==> config.mk <==
export PLATFORM = sky130hd
export DESIGN_NAME = adc_cmd_if
export DESIGN_NICKNAME = d
export VERILOG_FILES = /design/src/rtl/adc_cmd_pkg.sv /design/src/rtl/adc_cmd_rx.sv /design/src/rtl/adc_cmd_regs.sv /design/src/rtl/adc_cmd_pipe.sv /design/src/rtl/adc_cmd_tx.sv /design/src/rtl/adc_cmd_if.sv
export SDC_FILE = /design/constraint.sdc
export NUM_CORES = 1
export LEC_CHECK = 0
export ABC_AREA = 1
export CORE_UTILIZATION = 60
export CTS_CLUSTER_DIAMETER = 200
export DETAILED_ROUTE_END_ITERATION = 8
export GPL_TIMING_DRIVEN = 0
export PLACE_DENSITY_LB_ADDON = 0.25
export RECOVER_POWER = 50
export REMOVE_ABC_BUFFERS = 1
export SETUP_SLACK_MARGIN = 0.2
export SYNTH_ARGS = -nofsm -noshare
export SYNTH_HDL_FRONTEND = slang
export SYNTH_SLANG_ARGS = --single-unit
==> constraint.sdc <==
create_clock -name clk_i -period 3.2 [get_ports clk_i]
set_input_delay 0.32 -clock clk_i [delete_from_list [all_inputs] [get_ports clk_i]]
set_output_delay 0.32 -clock clk_i [all_outputs]
set_load 0.05 [all_outputs]
==> src/rtl/adc_cmd_pkg.sv <==
package adc_cmd_pkg;
  localparam int FRAME_W  = 16;
  localparam int GPIO_N   = 4;
  localparam int CH_W     = 4;
  localparam int DATA_W   = FRAME_W - CH_W;
  localparam int ALARM_W  = 3;
  localparam int PAYLD_W  = 10;
  localparam int MODE_LSB = 12;
  localparam int WE_BIT   = 11;
  localparam int CH_LSB   = 7;
  localparam int CLR_BIT  = 9;

  localparam logic [3:0] MODE_MAN  = 4'b0001;
  localparam logic [3:0] MODE_GPIO = 4'b0100;

  typedef struct packed {
    logic              range_hi;
    logic              pwr_dn;
    logic              gpio_rd;
    logic [GPIO_N-1:0] gpio_lvl;
  } conv_set_t;

  typedef struct packed {
    logic               pd_pin;
    logic               range_pin;
    logic [ALARM_W-1:0] alarm;
    logic [GPIO_N-1:0]  dir;
  } gpio_cfg_t;

  localparam int SET_W = $bits(conv_set_t);
  localparam int CFG_W = $bits(gpio_cfg_t);
endpackage

==> src/rtl/adc_cmd_rx.sv <==
module adc_cmd_rx import adc_cmd_pkg::*; (
  input  logic               clk_i,
  input  logic               rst_ni,
  input  logic               cs_ni,
  input  logic               sclk_i,
  input  logic               mosi_i,
  output logic               frame_start_o,
  output logic               frame_ok_o,
  output logic               sclk_fall_o,
  output logic [FRAME_W-1:0] word_o
);
  localparam int CNT_W = $clog2(FRAME_W + 2);
  localparam logic [CNT_W-1:0] CNT_FULL = CNT_W'(FRAME_W);
  localparam logic [CNT_W-1:0] CNT_SAT  = CNT_W'(FRAME_W + 1);

  logic             sclk_q, cs_q;
  logic [CNT_W-1:0] cnt_q;
  logic [FRAME_W-1:0] sh_q;
  logic             rise;

  assign rise          = ~cs_ni & sclk_i & ~sclk_q;
  assign sclk_fall_o   = ~cs_ni & ~sclk_i & sclk_q;
  assign frame_start_o = cs_q & ~cs_ni;
  assign frame_ok_o    = ~cs_q & cs_ni & (cnt_q == CNT_FULL);
  assign word_o        = sh_q;

  always_ff @(posedge clk_i or negedge rst_ni) begin
    if (!rst_ni) begin
      sclk_q <= 1'b0;
      cs_q   <= 1'b1;
      cnt_q  <= '0;
      sh_q   <= '0;
    end else begin
      sclk_q <= sclk_i;
      cs_q   <= cs_ni;
      if (frame_start_o) begin
        cnt_q <= '0;
      end else if (rise) begin
        sh_q <= {sh_q[FRAME_W-2:0], mosi_i};
        if (cnt_q != CNT_SAT) cnt_q <= cnt_q + 1'b1;
      end
    end
  end
endmodule

==> src/rtl/adc_cmd_regs.sv <==
module adc_cmd_regs import adc_cmd_pkg::*; (
  input  logic               clk_i,
  input  logic               rst_ni,
  input  logic               frame_ok_i,
  input  logic [3:0]         mode_i,
  input  logic               we_i,
  input  logic [PAYLD_W-1:0] payld_i,
  output logic               man_o,
  output logic               clr_o,
  output conv_set_t          set_o,
  output gpio_cfg_t          cfg_o
);
  logic gpio_cmd;

  assign man_o    = (mode_i == MODE_MAN);
  assign gpio_cmd = (mode_i == MODE_GPIO);
  assign clr_o    = frame_ok_i & gpio_cmd & payld_i[CLR_BIT];

  always_ff @(posedge clk_i or negedge rst_ni) begin
    if (!rst_ni) begin
      set_o <= '0;
      cfg_o <= '0;
    end else if (clr_o) begin
      set_o <= '0;
      cfg_o <= '0;
    end else if (frame_ok_i) begin
      if (man_o && we_i) set_o <= conv_set_t'(payld_i[SET_W-1:0]);
      if (gpio_cmd)      cfg_o <= gpio_cfg_t'(payld_i[CFG_W-1:0]);
    end
  end
endmodule

==> src/rtl/adc_cmd_pipe.sv <==
module adc_cmd_pipe import adc_cmd_pkg::*; #(
  parameter int RES_W = 12
) (
  input  logic              clk_i,
  input  logic              rst_ni,
  input  logic              frame_ok_i,
  input  logic              clr_i,
  input  logic              man_i,
  input  logic [CH_W-1:0]   req_ch_i,
  input  logic [RES_W-1:0]  samp_data_i,
  output logic [CH_W-1:0]   conv_ch_o,
  output logic [CH_W-1:0]   out_ch_o,
  output logic [DATA_W-1:0] out_dat_o
);
  localparam int SHIFT = DATA_W - RES_W;

  logic             vld_q;
  logic [RES_W-1:0] res_q;

  generate
    if (SHIFT > 0) begin : g_pad
      assign out_dat_o = {res_q, {SHIFT{1'b0}}};
    end else begin : g_full
      assign out_dat_o = res_q;
    end
  endgenerate

  always_ff @(posedge clk_i or negedge rst_ni) begin
    if (!rst_ni) begin
      vld_q     <= 1'b0;
      conv_ch_o <= '0;
      out_ch_o  <= '0;
      res_q     <= '0;
    end else if (clr_i) begin
      vld_q     <= 1'b0;
      conv_ch_o <= '0;
      out_ch_o  <= '0;
      res_q     <= '0;
    end else if (frame_ok_i) begin
      vld_q    <= 1'b1;
      out_ch_o <= vld_q ? conv_ch_o : '0;
      res_q    <= vld_q ? samp_data_i : '0;
      if (man_i) conv_ch_o <= req_ch_i;
    end
  end
endmodule

==> src/rtl/adc_cmd_tx.sv <==
module adc_cmd_tx import adc_cmd_pkg::*; (
  input  logic               clk_i,
  input  logic               rst_ni,
  input  logic               cs_ni,
  input  logic               frame_start_i,
  input  logic               sclk_fall_i,
  input  logic [FRAME_W-1:0] resp_i,
  output logic               miso_o
);
  logic [FRAME_W-1:0] sh_q;

  assign miso_o = ~cs_ni & sh_q[FRAME_W-1];

  always_ff @(posedge clk_i or negedge rst_ni) begin
    if (!rst_ni)            sh_q <= '0;
    else if (frame_start_i) sh_q <= resp_i;
    else if (sclk_fall_i)   sh_q <= {sh_q[FRAME_W-2:0], 1'b0};
  end
endmodule

==> src/rtl/adc_cmd_if.sv <==
module adc_cmd_if import adc_cmd_pkg::*; #(
  parameter int RES_W = 12
) (
  input  logic               clk_i,
  input  logic               rst_ni,
  input  logic               cs_ni,
  input  logic               sclk_i,
  input  logic               mosi_i,
  output logic               miso_o,
  input  logic [GPIO_N-1:0]  gpio_i,
  output logic [GPIO_N-1:0]  gpio_o,
  output logic [GPIO_N-1:0]  gpio_oe_o,
  output logic               range_hi_o,
  output logic               pwr_down_o,
  output logic [ALARM_W-1:0] alarm_mode_o,
  output logic [CH_W-1:0]    samp_ch_o,
  input  logic [RES_W-1:0]   samp_data_i
);
  logic               frame_start, frame_ok, sclk_fall, man, clr;
  logic [FRAME_W-1:0] word, resp;
  logic [CH_W-1:0]    out_ch;
  logic [DATA_W-1:0]  out_dat;
  conv_set_t          set_q;
  gpio_cfg_t          cfg_q;

  adc_cmd_rx i_rx (
    .clk_i, .rst_ni, .cs_ni, .sclk_i, .mosi_i,
    .frame_start_o (frame_start),
    .frame_ok_o    (frame_ok),
    .sclk_fall_o   (sclk_fall),
    .word_o        (word)
  );

  adc_cmd_regs i_regs (
    .clk_i, .rst_ni,
    .frame_ok_i (frame_ok),
    .mode_i     (word[FRAME_W-1:MODE_LSB]),
    .we_i       (word[WE_BIT]),
    .payld_i    (word[PAYLD_W-1:0]),
    .man_o      (man),
    .clr_o      (clr),
    .set_o      (set_q),
    .cfg_o      (cfg_q)
  );

  adc_cmd_pipe #(.RES_W(RES_W)) i_pipe (
    .clk_i, .rst_ni,
    .frame_ok_i  (frame_ok),
    .clr_i       (clr),
    .man_i       (man),
    .req_ch_i    (word[CH_LSB +: CH_W]),
    .samp_data_i (samp_data_i),
    .conv_ch_o   (samp_ch_o),
    .out_ch_o    (out_ch),
    .out_dat_o   (out_dat)
  );

  // top nibble is either the result's channel or live GPIO levels
  assign resp = {set_q.gpio_rd ? gpio_i : out_ch, out_dat};

  adc_cmd_tx i_tx (
    .clk_i, .rst_ni, .cs_ni,
    .frame_start_i (frame_start),
    .sclk_fall_i   (sclk_fall),
    .resp_i        (resp),
    .miso_o        (miso_o)
  );

  assign gpio_o       = set_q.gpio_lvl;
  assign gpio_oe_o    = cfg_q.dir;
  assign alarm_mode_o = cfg_q.alarm;
  assign range_hi_o   = cfg_q.range_pin ? gpio_i[2] : set_q.range_hi;
  assign pwr_down_o   = set_q.pwr_dn | (cfg_q.pd_pin & gpio_i[3]);
endmodule

---- Word level (Yosys, flattened, before mapping) ----
Index checks and enable logic that the tools add are counted.
W data, S select, Z words.
word-level totals
  bits in registers ....................... 76
  input port bits ......................... 21
  output and inout port bits .............. 18
  word-level logic and storage cells ...... 76
operators by class
  add/subtract/negate cells ............... 1
  equality and inequality tests ........... 4
  mux-type cells .......................... 24
  bitwise operators ....................... 17
  reduce and logical (&&, ||, !) cells .... 13
operators by type and width
  cell                   count
  $mux W12               3
  $mux W16               2
  $mux W4                7
  $mux W9                3
  $mux W7                3
  $mux W5                3
  $reduce_bool A2 Y1     7
  $and A1 B1 Y1          11
  $reduce_and A2 Y1      5
  $add A5 B1 Y5 const B  1
  $eq A5 B5 Y1 const B   1
  $ne A5 B5 Y1 const B   1
  $not A1 Y1             5
  $eq A4 B1 Y1 const B   1
  $eq A4 B3 Y1 const B   1
  $mux W1                3
  $logic_and A1 B1 Y1    1
  $or A1 B1 Y1           1

---- Longest topological paths before layout ----
Gate-level depths: netlist (run 1).
  depth in word-level cells ............... 7
  mapped depth ............................ 10
  mapped depth without buffers ............ 9

---- Cells and area by module ----
A second synthesis (run 1) with hierarchy kept.
second synthesis, totals
  cells, all modules ...................... 404
  area total of the unflattened synthesis .. 3607.2 µm²
by module, submodules not included
  module        instances  cells an instance  area each (µm²)  seq. area each (µm²)
  adc_cmd_rx    1          112                1069.8           576.8
  adc_cmd_pipe  1          100                928.4            525.5
  adc_cmd_regs  1          83                 767.0            400.4
  adc_cmd_tx    1          89                 767.0            400.4
  adc_cmd_if    1          20                 75.1             0.0

---- Least setup slack after synthesis (run 1) ----
Ideal clock, no wire load.
  path kind ............................... reg-to-reg
  from .................................... register i_rx.cnt_q[0]
  to ...................................... register i_pipe.conv_ch_o[1]
  library setup time ...................... 0.120 ns
  arrival ................................. 1.460 ns
  required time ........................... 3.080 ns
  path slack .............................. 1.620 ns
  cell stages (with the launch flop) ...... 11
  path buffers ............................ 1
  period minus slack after synthesis ...... 1.580 ns
  path through ............................ dfrtp_1 -> inv_1 -> ha_1 -> inv_1 -> nor2_1 -> inv_1 -> nor2_4 -> nand3_2 -> buf_2 -> nand3_1 -> nand2_1
between the ends
  longest elaborated chain between the ends .. 6
  elaborated cells between the ends (all ways) .. 8
  classes of those cells .................. eq/ne (1); mux (1); bitwise (3); reduce/logical (3)
ends and longest elaborated chain
  what                                 RTL line            source
  from (decl)                          adc_cmd_rx.sv:17    logic [CNT_W-1:0] cnt_q;
  from (signal assigned)               adc_cmd_rx.sv:40    if (cnt_q != CNT_SAT) cnt_q <= cnt_q + 1'b1;
  $eq A5 B5 Y1 *                       adc_cmd_rx.sv:24    assign frame_ok_o = ~cs_q & cs_ni & (cnt_q == CNT_FULL);
  $and A1 B1 Y1 *                      adc_cmd_rx.sv:24
  $and A1 B1 Y1 (2 in series)          adc_cmd_regs.sv:17  assign clr_o = frame_ok_i & gpio_cmd & payld_i[CLR_BIT];
  $reduce_bool A2 Y1 (no source line)  --
  $reduce_and A2 Y1 (no source line)   --
  to (signal assigned)                 adc_cmd_pipe.sv:43  if (man_i) conv_ch_o <= req_ch_i;
  to (decl)                            adc_cmd_pipe.sv:11  output logic [CH_W-1:0] conv_ch_o,
Mark *: on every way between the ends. The rest lies on a longest branch, timed or not.
A chain may end at the register's enable or synchronous reset.

---- Final worst setup path (run 1) ----
  from .................................... input cs_ni
  to ...................................... register i_tx.sh_q[2]
between the ends
  longest elaborated chain between the ends .. 4
  elaborated cells between the ends (all ways) .. 6
  classes of those cells .................. mux (1); bitwise (4); reduce/logical (1)
ends and longest elaborated chain
  what                                 RTL line                            source
  from (decl)                          adc_cmd_if.sv:6                     input logic cs_ni,
  $not A1 Y1 *                         adc_cmd_rx.sv:22, adc_cmd_rx.sv:23
  $and A1 B1 Y1 (2 in series)          adc_cmd_rx.sv:22                    assign sclk_fall_o = ~cs_ni & ~sclk_i & sclk_q;
  $reduce_bool A2 Y1 (no source line)  --
  to (signal assigned)                 adc_cmd_tx.sv:16                    else if (frame_start_i) sh_q <= resp_i;
  to (signal assigned)                 adc_cmd_tx.sv:17                    else if (sclk_fall_i) sh_q <= {sh_q[FRAME_W-2:0], 1'b0};
  to (decl)                            adc_cmd_tx.sv:10                    logic [FRAME_W-1:0] sh_q;
Marked as above.

==> impl_metrics.env, run 1 <==
export IMPL_areaGrowthSynthToFinish_pct=14.0
export IMPL_vdd_ir_drop_worst_v=0.000335
export IMPL_clk_transition_reported_paths_ps=80
export IMPL_die_width_um=78.1
export IMPL_worst_r2r_path_depth=9
export IMPL_cp_slowest_stage_delay_ps=640
export IMPL_p_leak_nw=2.01
export IMPL_detail_route_drc_violations=0
export IMPL_rsz_0062_raised_after_global_routing="false"
export IMPL_crit_path_category="input port to register"
export IMPL_start_util_pct=62.6
export IMPL_h_tree_depth=3
export IMPL_ys_flop_type="sky130_fd_sc_hd__dfrtp_1"
export IMPL_synth_seq_cells=76
export IMPL_vias=2694
export IMPL_clock_fmax_mhz=420
export IMPL_period_share_pct=74.4
export IMPL_worst_path_required_time_ps=3400
export IMPL_net_switching_power_uw=618
export IMPL_final_layout_size_suffix_gt1_share_pct=6.13
export IMPL_finalWirelength_um=6860
export IMPL_finalCriticalPeriod_ps=2380
export IMPL_total_count_of_max_transition_violations_in_the_final_report=29
export IMPL_core_region_area_um2=5540
export IMPL_total_number_of_placement_rows=27
export IMPL_grt_pass1_vias=2679
export IMPL_detail_route_vias_per_cell=5.43
export IMPL_cp_slowest_cell="sky130_fd_sc_hd__nand2_1"
export IMPL_failed_checks="capacitance limit, slew limit"
export IMPL_ff2ff_setup_slack_ps=960
export IMPL_wire_per_inst_um=13.8
export IMPL_gp_routability_congestion=0.744
export IMPL_fin_util_pct=71.4
export IMPL_worst_pin_slew_ps=1700
export IMPL_cp_depth=6
export IMPL_min_path_cells=2
export IMPL_synth_area_um2=3470
export IMPL_globalRouteTotalUtil_pct=25.5
export IMPL_drt_pass1_iter_count=4
export IMPL_antenna_violations_before_repair=0
export IMPL_io_pin_count=39
export IMPL_die_area_um2=6090
export IMPL_critical_path_top_delay_family="simple AND/OR/NAND/NOR gates"
export IMPL_pin_count_of_the_biggest_net_entering_global_routing=49
export IMPL_worst_reg2reg_endpoint="i_regs.set_o[3]"
export IMPL_power_density_nw_per_um2=528
export IMPL_switching_share_pct=29.6
export IMPL_min_delay_path_class="register to register"
export IMPL_nets=445
export IMPL_fin_hold_ws_ps=483
export IMPL_synth_warnings=0
export IMPL_cts_buffer_depth=2
export IMPL_residual_antenna_violating_net_count_after_detailed_routing=0
export IMPL_seq_power_share_pct=55.7
export IMPL_clock_root_buffer="sky130_fd_sc_hd__clkbuf_8"
export IMPL_antenna_cells=0
export IMPL_timing_hold_violations_final=0
export IMPL_tritoncts="done"
export IMPL_grt_first_pass_wirelength_um=12000
export IMPL_p_int_mw=1.47
export IMPL_top_cells_by_area_synth="sky130_fd_sc_hd__dfrtp_1, sky130_fd_sc_hd__nand2_1, sky130_fd_sc_hd__nand3_1"
export IMPL_max_cap_viol_count=1
export IMPL_register_area_share_after_synthesis_pct=54.8
export IMPL_status="complete, but fails checks"
export IMPL_skew_ps=5.21
export IMPL_logic_gate_share_of_total_power_pct=14.6
export IMPL_cp_buffers_inverters=2
export IMPL_synth_top_area_share_pct=54.1
export IMPL_cts_num_sinks=76
export IMPL_count_of_flip_flops_with_a_built_in_enable_after_synthesis=0
export IMPL_cp_cell_sequence="dlygate4sd3_1 > inv_1 > nand2_2 > nand2_1 > o211ai_1 > o21ai_0"
export IMPL_post_cts_repair_setup_buffers=0
export IMPL_floorplan_die_height_um=78.1
export IMPL_critical_path_source="cs_ni"
export IMPL_post_synth_cell_area_avg_um2=8.68
export IMPL_worst_ep_arrival_time_ps=2580
export IMPL_startpoint_type="input port"
export IMPL_io_buffers=38
export IMPL_synthesis_instances=400
export IMPL_critical_path_max_fanout=37
export IMPL_finalSetupViolations=0
export IMPL_clock_insertion_delay_worst_skew_ps=340
export IMPL_synthDominantAreaCellType="sky130_fd_sc_hd__dfrtp_1"
export IMPL_clkPwrFrac_pct=29.7
export IMPL_synth_cell_type_count=27
export IMPL_setup_worst_path_end="i_tx.sh_q[2]"
export IMPL_cts_inserted_buffers=9
export IMPL_drt_iter0_drc=171
export IMPL_post_dp_hpwl_um=4450
export IMPL_asyncSetResetFlopFracSynth_pct=100
export IMPL_grt_overflow_total=0
export IMPL_crit_path_end_kind="register"
export IMPL_layout_filler_cells=467
export IMPL_timing_max_slew_rel_slack_pct=-13.4
export IMPL_crit_reg2reg_launch="i_rx.cnt_q[0]"
==> power by group through the flow <==
stage                     logic (mW)  clock network (mW)  registers, mW
final                          0.305               0.621           1.16
after global routing           0.357               0.661           1.18
after CTS                      0.308               0.630           1.16
after detailed placement       0.304                   0           1.18
after global placement         0.284                   0           1.18
after floorplan                0.206                   0           1.16
==> sequential cells by signal, summed over array words and instances (netlist names), 4 cells and up <==
| register | flops |
|---|---|
| i_rx.word_o | 16 |
| i_tx.sh_q | 16 |
| i_pipe.out_dat_o | 12 |
| i_regs.cfg_o | 9 |
| i_regs.set_o | 7 |
| i_rx.cnt_q | 5 |
| i_pipe.conv_ch_o | 4 |
| i_pipe.out_ch_o | 4 |
==> worst reg2reg max path, delay by kind of cell, from the launching register on <==
kind                     cells  cell delay, ps
buffers and inverters        3             280
AND/OR/NAND/NOR              5            1250
flip-flops                   1             430
adder cells (fa/ha/maj)      1             160
==> cell type report <==
| type | count | area (µm²) | area share (%) |
|---|---|---|---|
| Sequential cell | 76 | 1900 | 48.1 |
| Multi-Input combinational cell | 257 | 1260 | 31.8 |
| Timing Repair Buffer | 40 | 412 | 10.4 |
| Clock buffer | 11 | 141 | 3.57 |
| Inverter | 37 | 139 | 3.51 |
| Tap cell | 72 | 90.1 | 2.28 |
| Clock inverter | 3 | 15.0 | 0.379 |
==> metrics by stage <==
step           instance area, µm²  cells  setup WS (ps)  power [mW]  setup TNS [ps]
2_1_floorplan                3290    370           1380        1.36               0
3_3_place_gp                 3760    480           -809        1.46          -60420
3_5_place_dp                 3790    481            219        1.48               0
4_1_cts                      3960    496            559        2.10               0
5_1_grt                      3960    496            581        2.20               0
6_report                     3960    496            820        2.09               0
==> cells in the final DEF, fill, tap and decap left out, drive strengths merged <==
master	n
a21o	1
a21oi	30
buf	1
clkbuf	12
clkdlybuf4s50	28
clkinv	3
dfrtp	75
dfstp	1
dlygate4sd3	10
ha	3
inv	37
nand2	97
nand3	45
nand4	3
nor2	31
o211ai	14
o21a	1
o21ai	30
o21bai	1
xor2	1
==> logic make-up after synthesis <==
family | synth area share [%]
AOI/OAI and AO/OA | 12.7
buffers and inverters | 9.08
DFF | 54.8
xor gates and xnor gates | 0.252
and+or+nand+nor | 22.1
adders and majority gates | 1.08
==> worst min-delay path by stage <==
stage	from	end	slack, ps
after global placement	i_pipe.out_dat_o[9]	i_pipe.out_dat_o[9]	460
final	i_pipe.out_dat_o[10]	i_pipe.out_dat_o[10]	480
after floorplan	rst_ni	i_pipe.conv_ch_o[0]	20
after CTS	sclk_i	i_rx.sclk_q	430
after detailed placement	rst_ni	i_tx.sh_q[7]	270
after global routing	i_pipe.out_ch_o[2]	i_pipe.out_ch_o[2]	520
==> synthesized netlist by cell type (6+ instances only) <==
library cell,number
sky130_fd_sc_hd__nor2_1,27
sky130_fd_sc_hd__dfrtp_1,75
sky130_fd_sc_hd__o21ai_0,24
sky130_fd_sc_hd__o211ai_1,14
sky130_fd_sc_hd__nand2_1,95
sky130_fd_sc_hd__inv_1,36
sky130_fd_sc_hd__clkbuf_1,8
sky130_fd_sc_hd__buf_2,9
sky130_fd_sc_hd__o21ai_1,6
sky130_fd_sc_hd__nand3_1,43
sky130_fd_sc_hd__a21oi_1,29
sky130_fd_sc_hd__buf_4,12
==> layer usage <==
| metal | GRT usage (%) | vias to the layer above | part of all wire (%) |
|---|---|---|---|
| met5 | 0 | - | 0 |
| met2 | 43.0 | 62 | 48 |
| met3 | 4.07 | 13 | 3.8 |
| met4 | 12.4 | 0 | 2.5 |
| met1 | 32.3 | 1289 | 45 |
| li1 | - | 1330 | - |
==> what timing repair did <==
| action | CTS | global route |
|---|---|---|
| hold buffers | 1 | 0 |
| resized for setup | 0 | 1 |
| endpoints found under the setup margin | 0 | 2 |
| endpoints found under the hold margin | 27 | 0 |
No activity file was read; power rests on OpenSTA's default activity.
==> run 2: changes to the inputs <==
--- a/config.mk
+++ b/config.mk
@@ -6,7 +6,7 @@
 export NUM_CORES = 1
 export LEC_CHECK = 0
 export ABC_AREA = 1
-export CORE_UTILIZATION = 60
+export CORE_UTILIZATION = 50
 export CTS_CLUSTER_DIAMETER = 200
 export DETAILED_ROUTE_END_ITERATION = 8
 export GPL_TIMING_DRIVEN = 0
==> constraint.sdc (replaced) <==
create_clock -name clk_i -period 2.1 [get_ports clk_i]
set_input_delay 0.21 -clock clk_i [delete_from_list [all_inputs] [get_ports clk_i]]
set_output_delay 0.21 -clock clk_i [all_outputs]
set_load 0.05 [all_outputs]
==> run 2 against run 1 <==
  * The run now ends clean
  * Sequential power rose by 53%
  * Critical endpoint is now miso_o
  * Cell count rose by 3.0%
  * Sequential share of layout area fell by 2.0 points
  * Final area rose by 4.5%
  * Routed wire length rose by 3.4%
  * First-iteration DRC count fell by 23%
  * Flip-flop and latch count did not move
  * Global-route usage fell by 3.5 points
  * Die area rose by 19%
  * Power rose by 64%
  * Critical path depth fell by 3
  * Highest routed layer unchanged
==> impl_metrics.env, run 2 (synthesis gave the netlist of run 1 again) <==
export IMPL_areaGrowthSynthToFinish_pct=19.1
export IMPL_rsz_0062_raised_after_global_routing="false"
export IMPL_status="finished clean"
export IMPL_detail_route_vias_per_cell=5.33
export IMPL_fin_util_pct=63.3
export IMPL_report_power_total_mw=3.43
export IMPL_multi_input_area_um2=1300
export IMPL_worst_ep_arrival_time_ps=1730
export IMPL_finalCriticalPeriod_ps=1940
export IMPL_skew_ps=9.19
export IMPL_finalSetupViolations=0
export IMPL_core_region_area_um2=6530
export IMPL_dp_cells=486
export IMPL_antenna_cells=0
export IMPL_p_leak_nw=2.05
export IMPL_wire_per_inst_um=13.9
export IMPL_cts_inserted_buffers=9
export IMPL_floorplan_die_height_um=85.3
export IMPL_drt_iter0_drc=131
export IMPL_critical_path_max_fanout=4
export IMPL_nets=453
export IMPL_crit_path_category="input port to output pin"
export IMPL_total_number_of_placement_rows=29
export IMPL_vdd_ir_drop_worst_v=0.000489
export IMPL_startpoint_type="input port"
export IMPL_mostFrequentLayoutCell="sky130_fd_sc_hd__nand2_1"
export IMPL_detail_route_drc_violations=0
export IMPL_timing_hold_violations_final=0
export IMPL_io_buffers=38
export IMPL_fin_hold_ws_ps=379
export IMPL_worst_path_required_time_ps=1890
export IMPL_cp_slowest_cell="sky130_fd_sc_hd__clkdlybuf4s50_1"
export IMPL_layout_area_seq_um2=1900
export IMPL_pin_count_of_the_biggest_net_entering_global_routing=69
export IMPL_residual_antenna_violating_net_count_after_detailed_routing=0
export IMPL_power_density_nw_per_um2=830
export IMPL_die_area_um2=7280
export IMPL_globalRouteTotalUtil_pct=22.1
export IMPL_max_cap_viol_count=0
export IMPL_grt_overflow_total=0
export IMPL_fin_cells=511
export IMPL_clock_fmax_mhz=516
export IMPL_finalWirelength_um=7100
export IMPL_cp_cell_sequence="dlygate4sd3_1 > nor2_1 > clkdlybuf4s50_1"
export IMPL_mostFrequentLayoutCells="sky130_fd_sc_hd__nand2_1, sky130_fd_sc_hd__dfrtp_1, sky130_fd_sc_hd__nand3_1"
export IMPL_tritoncts="done"
export IMPL_final_layout_size_suffix_gt1_share_pct=9.22
export IMPL_period_share_pct=92.3
export IMPL_min_delay_path_class="input port to asynchronous set/reset pin"
export IMPL_layout_filler_cells=550
export IMPL_total_count_of_max_transition_violations_in_the_final_report=0
export IMPL_postLayoutSetupSlackWorst_ps=161
export IMPL_cts_buffer_depth=2
export IMPL_die_width_um=85.3
export IMPL_crit_path_end_kind="output pin"
export IMPL_clock_insertion_delay_worst_skew_ps=350
export IMPL_timing_max_slew_rel_slack_pct=58.5
export IMPL_vias=2725
export IMPL_drt_pass1_iter_count=4
export IMPL_cts_num_sinks=76
export IMPL_pre_cts_ws_ps=-760
export IMPL_grt_pass1_vias=2689
export IMPL_io_pin_count=39
export IMPL_worst_pin_slew_ps=622
export IMPL_gp_routability_congestion=0.827
export IMPL_post_dp_hpwl_um=4470
export IMPL_clk_transition_reported_paths_ps=80
export IMPL_grt_first_pass_wirelength_um=12500
export IMPL_cp_slowest_stage_delay_ps=800
export IMPL_h_tree_depth=3
export IMPL_antenna_violations_before_repair=0
export IMPL_clock_root_buffer="sky130_fd_sc_hd__clkbuf_8"
export IMPL_start_util_pct=53.1
[run 2: cell count changes in the layout (fill, tap and decap cells not counted), sizes merged, moves of 2 or more]
| cell | before | now |
|---|---|---|
| buf | 1 | 8 |
| clkinvlp | 0 | 2 |
| dlygate4sd3 | 10 | 3 |
| clkdlybuf4s50 | 28 | 33 |
| clkinv | 3 | 1 |
[run 2: path summary, 6_finish.rpt]
path	startpoint	to	depth (start not counted)	slack [ps]
worst max-delay path	cs_ni	miso_o	3	160
min in group clk_i	mosi_i	i_rx.word_o[0]	3	390
max in group asynchronous	rst_ni	i_rx.cs_q	3	950
worst min register to register	i_pipe.out_dat_o[7]	i_pipe.out_dat_o[7]	2	480
worst max register to register	i_rx.cnt_q[0]	i_pipe.conv_ch_o[3]	11	350
worst min-delay path	rst_ni	i_tx.sh_q[7]	2	380
[run 2: critical path: cells and delay by family]
kind          cells  cell delay (ps)
buf+inv           2             1400
simple gates      1              120
[run 2: final cells by class]
class                      count  share of cell area [%]
clock buffer                  11                    3.66
clock inverter                 5                    1.42
inverter                      37                    3.36
multi-input combinational    258                    31.5
sequential                    76                    46.1
tap                           77                    2.33
timing repair buffer          47                    11.7
[run 2: repair_timing]
action / 4_1_cts / 5_1_grt
resized for setup: 6 / 5
endpoints found under the setup margin: 70 / 38
buffers inserted: 4 / 3
cloned: 0 / 1
pin swaps: 1 / 2
endpoints found under the hold margin: 75 / 0
hold buffers: 1 / 0
[run 2: metrics by stage]
stage               instance area (µm²)  TNS [ps]
finish                             4130         0
global route                       4130         0
CTS                                4090         0
detailed placement                 3800    -17690
global placement                   3770   -156880
floorplan                          3290         0
[run 2: power by group]
part | leakage (nW) | internal [mW] | switching, mW
Combinational | 0.957 | 0.185 | 0.304
Clock | 0.102 | 0.616 | 0.543
Sequential | 0.995 | 1.62 | 0.158
[run 2: routing by layer]
layer	wire, µm	global-route usage (%)	vias to the layer above
li1	-	-	1360
met5	0	0	-
met3	294	6.32	14
met4	121	7.88	0
met2	3460	35.0	62
met1	3230	29.2	1289
==> run 3: changes to the inputs <==
--- a/config.mk
+++ b/config.mk
@@ -11,7 +11,6 @@
 export DETAILED_ROUTE_END_ITERATION = 8
 export GPL_TIMING_DRIVEN = 0
 export PLACE_DENSITY_LB_ADDON = 0.25
-export RECOVER_POWER = 50
 export REMOVE_ABC_BUFFERS = 1
 export SETUP_SLACK_MARGIN = 0.2
 export SYNTH_ARGS = -nofsm -noshare
==> run 3 against run 2 <==
  * Power about the same
  * Global-route usage unchanged
  * Cell count stayed put
  * Largest cell class unchanged
==> impl_metrics.env, run 3 (synthesis gave the netlist of run 1 again) <==
export IMPL_postLayoutSetupSlackWorst_ps=277
export IMPL_multi_input_area_um2=1300
export IMPL_die_width_um=85.3
export IMPL_startpoint_type="input port"
export IMPL_clk_transition_reported_paths_ps=80
export IMPL_cp_cell_sequence="clkdlybuf4s50_1 > nor2_1 > clkdlybuf4s50_1"
export IMPL_worst_pin_slew_ps=513
export IMPL_status="finished clean"
export IMPL_layout_area_seq_um2=1900
export IMPL_final_layout_size_suffix_gt1_share_pct=9.45
export IMPL_globalRouteTotalUtil_pct=22.1
export IMPL_mostFrequentLayoutCell="sky130_fd_sc_hd__nand2_1"
export IMPL_drt_iter0_drc=122
export IMPL_ff2ff_setup_slack_ps=350
export IMPL_power_density_nw_per_um2=827
export IMPL_timing_max_slew_rel_slack_pct=65.8
export IMPL_die_area_um2=7280
export IMPL_h_tree_depth=3
export IMPL_cp_slowest_stage_delay_ps=800
export IMPL_cp_slowest_cell="sky130_fd_sc_hd__clkdlybuf4s50_1"
export IMPL_worst_path_required_time_ps=1890
export IMPL_detail_route_drc_violations=0
export IMPL_cts_num_sinks=76
export IMPL_mostFrequentLayoutCells="sky130_fd_sc_hd__nand2_1, sky130_fd_sc_hd__dfrtp_1, sky130_fd_sc_hd__nand3_1"
export IMPL_clock_root_buffer="sky130_fd_sc_hd__clkbuf_8"
export IMPL_max_cap_viol_count=0
export IMPL_grt_pass1_vias=2689
export IMPL_antenna_cells=0
export IMPL_finalCriticalPeriod_ps=1820
export IMPL_crit_path_category="input port to output pin"
export IMPL_total_count_of_max_transition_violations_in_the_final_report=0
export IMPL_grt_first_pass_wirelength_um=12500
export IMPL_report_power_total_mw=3.43
export IMPL_nets=453
export IMPL_io_buffers=38
export IMPL_pre_cts_ws_ps=-760
export IMPL_detail_route_vias_per_cell=5.34
export IMPL_wire_per_inst_um=13.9
export IMPL_clock_fmax_mhz=549
export IMPL_clock_insertion_delay_worst_skew_ps=350
export IMPL_cts_inserted_buffers=9
export IMPL_cts_buffer_depth=2
export IMPL_gp_routability_congestion=0.827
export IMPL_timing_hold_violations_final=0
export IMPL_floorplan_die_height_um=85.3
export IMPL_crit_reg2reg_launch="i_rx.cnt_q[0]"
export IMPL_vias=2730
export IMPL_drt_pass1_iter_count=4
export IMPL_cpMostUsedCell="sky130_fd_sc_hd__clkdlybuf4s50_1"
export IMPL_skew_ps=9.02
export IMPL_worst_ep_arrival_time_ps=1610
export IMPL_io_pin_count=39
export IMPL_vdd_ir_drop_worst_v=0.000489
export IMPL_critical_path_max_fanout=4
export IMPL_total_number_of_placement_rows=29
export IMPL_tritoncts="done"
export IMPL_crit_path_end_kind="output pin"
export IMPL_min_delay_path_class="input port to asynchronous set/reset pin"
export IMPL_period_share_pct=86.8
export IMPL_areaGrowthSynthToFinish_pct=19.5
export IMPL_finalSetupViolations=0
export IMPL_grt_overflow_total=0
export IMPL_finalWirelength_um=7110
export IMPL_core_region_area_um2=6530
export IMPL_rsz_0062_raised_after_global_routing="false"
export IMPL_post_dp_hpwl_um=4470
export IMPL_antenna_violations_before_repair=0
export IMPL_critical_path_source="cs_ni"
export IMPL_pin_count_of_the_biggest_net_entering_global_routing=69
export IMPL_tns_ps=0
export IMPL_p_leak_nw=2.08
export IMPL_residual_antenna_violating_net_count_after_detailed_routing=0
export IMPL_layout_filler_cells=545
export IMPL_start_util_pct=53.1
[run 3: cell types whose count changed in the layout (fill, tap and decap cells not counted), sizes merged]
cell / previous run / this run
dlymetal6s2s: 0 / 1
clkbuf: 13 / 11
clkdlybuf4s50: 33 / 35
dlygate4sd3: 3 / 1
buf: 8 / 9
[run 3: timing repair]
action                     in CTS  in global routing
setup endpoints to repair      70                 38
hold buffers                    1                  0
gates resized for setup         6                  5
buffers inserted                4                  3
hold endpoints to repair       75                  0
pin swaps                       1                  2
gates cloned                    0                  1
[run 3: path summary, 6_finish.rpt]
path / endpoint / depth (start not counted)
worst min register to register: i_pipe.out_dat_o[7] / 2
worst max register to register: i_pipe.conv_ch_o[3] / 11
min in group clk_i: i_rx.sclk_q / 1
worst max-delay path: miso_o / 3
worst min-delay path: i_tx.sh_q[7] / 2
max in group asynchronous: i_rx.cs_q / 3
[run 3: critical path, delay by kind of cell]
| kind | cells | cell delay (ps) |
|---|---|---|
| buf+inv | 2 | 1270 |
| simple gates | 1 | 130 |
[run 3: area by class of cell]
class	count	share of cell area, %
Inverter	37	3.35
Multi-Input combinational cell	258	31.4
Tap cell	77	2.32
Sequential cell	76	45.9
Clock buffer	11	3.65
Timing Repair Buffer	47	11.9
Clock inverter	5	1.42
[run 3: report_power, final]
| group | total (mW) | leakage [nW] | switching, mW | internal, mW |
|---|---|---|---|---|
| combinational | 0.492 | 0.981 | 0.305 | 0.187 |
| sequential | 1.78 | 0.995 | 0.156 | 1.62 |
| clock | 1.16 | 0.102 | 0.541 | 0.616 |
| total | 3.43 | 2.08 | 1.00 | 2.43 |
[run 3: per-layer routing]
layer	global-route usage [%]	routed length, µm	part of all wire [%]
met5	0	0	0
met2	35.0	3470	49
met1	29.2	3210	45
met3	6.32	311	4.4
met4	7.88	121	1.7
[run 3: metrics by stage]
step | cell area, µm² | std cells | util [%] | hold slack [ps]
final | 4150 | 511 | 63.5 | 223
after global routing | 4150 | 511 | 63.5 | 221
after CTS | 4090 | 507 | 62.5 | 208
after detailed placement | 3800 | 486 | 58.1 | 54.2
after global placement | 3770 | 485 | 57.7 | 462
after floorplan | 3290 | 370 | - | -85.6
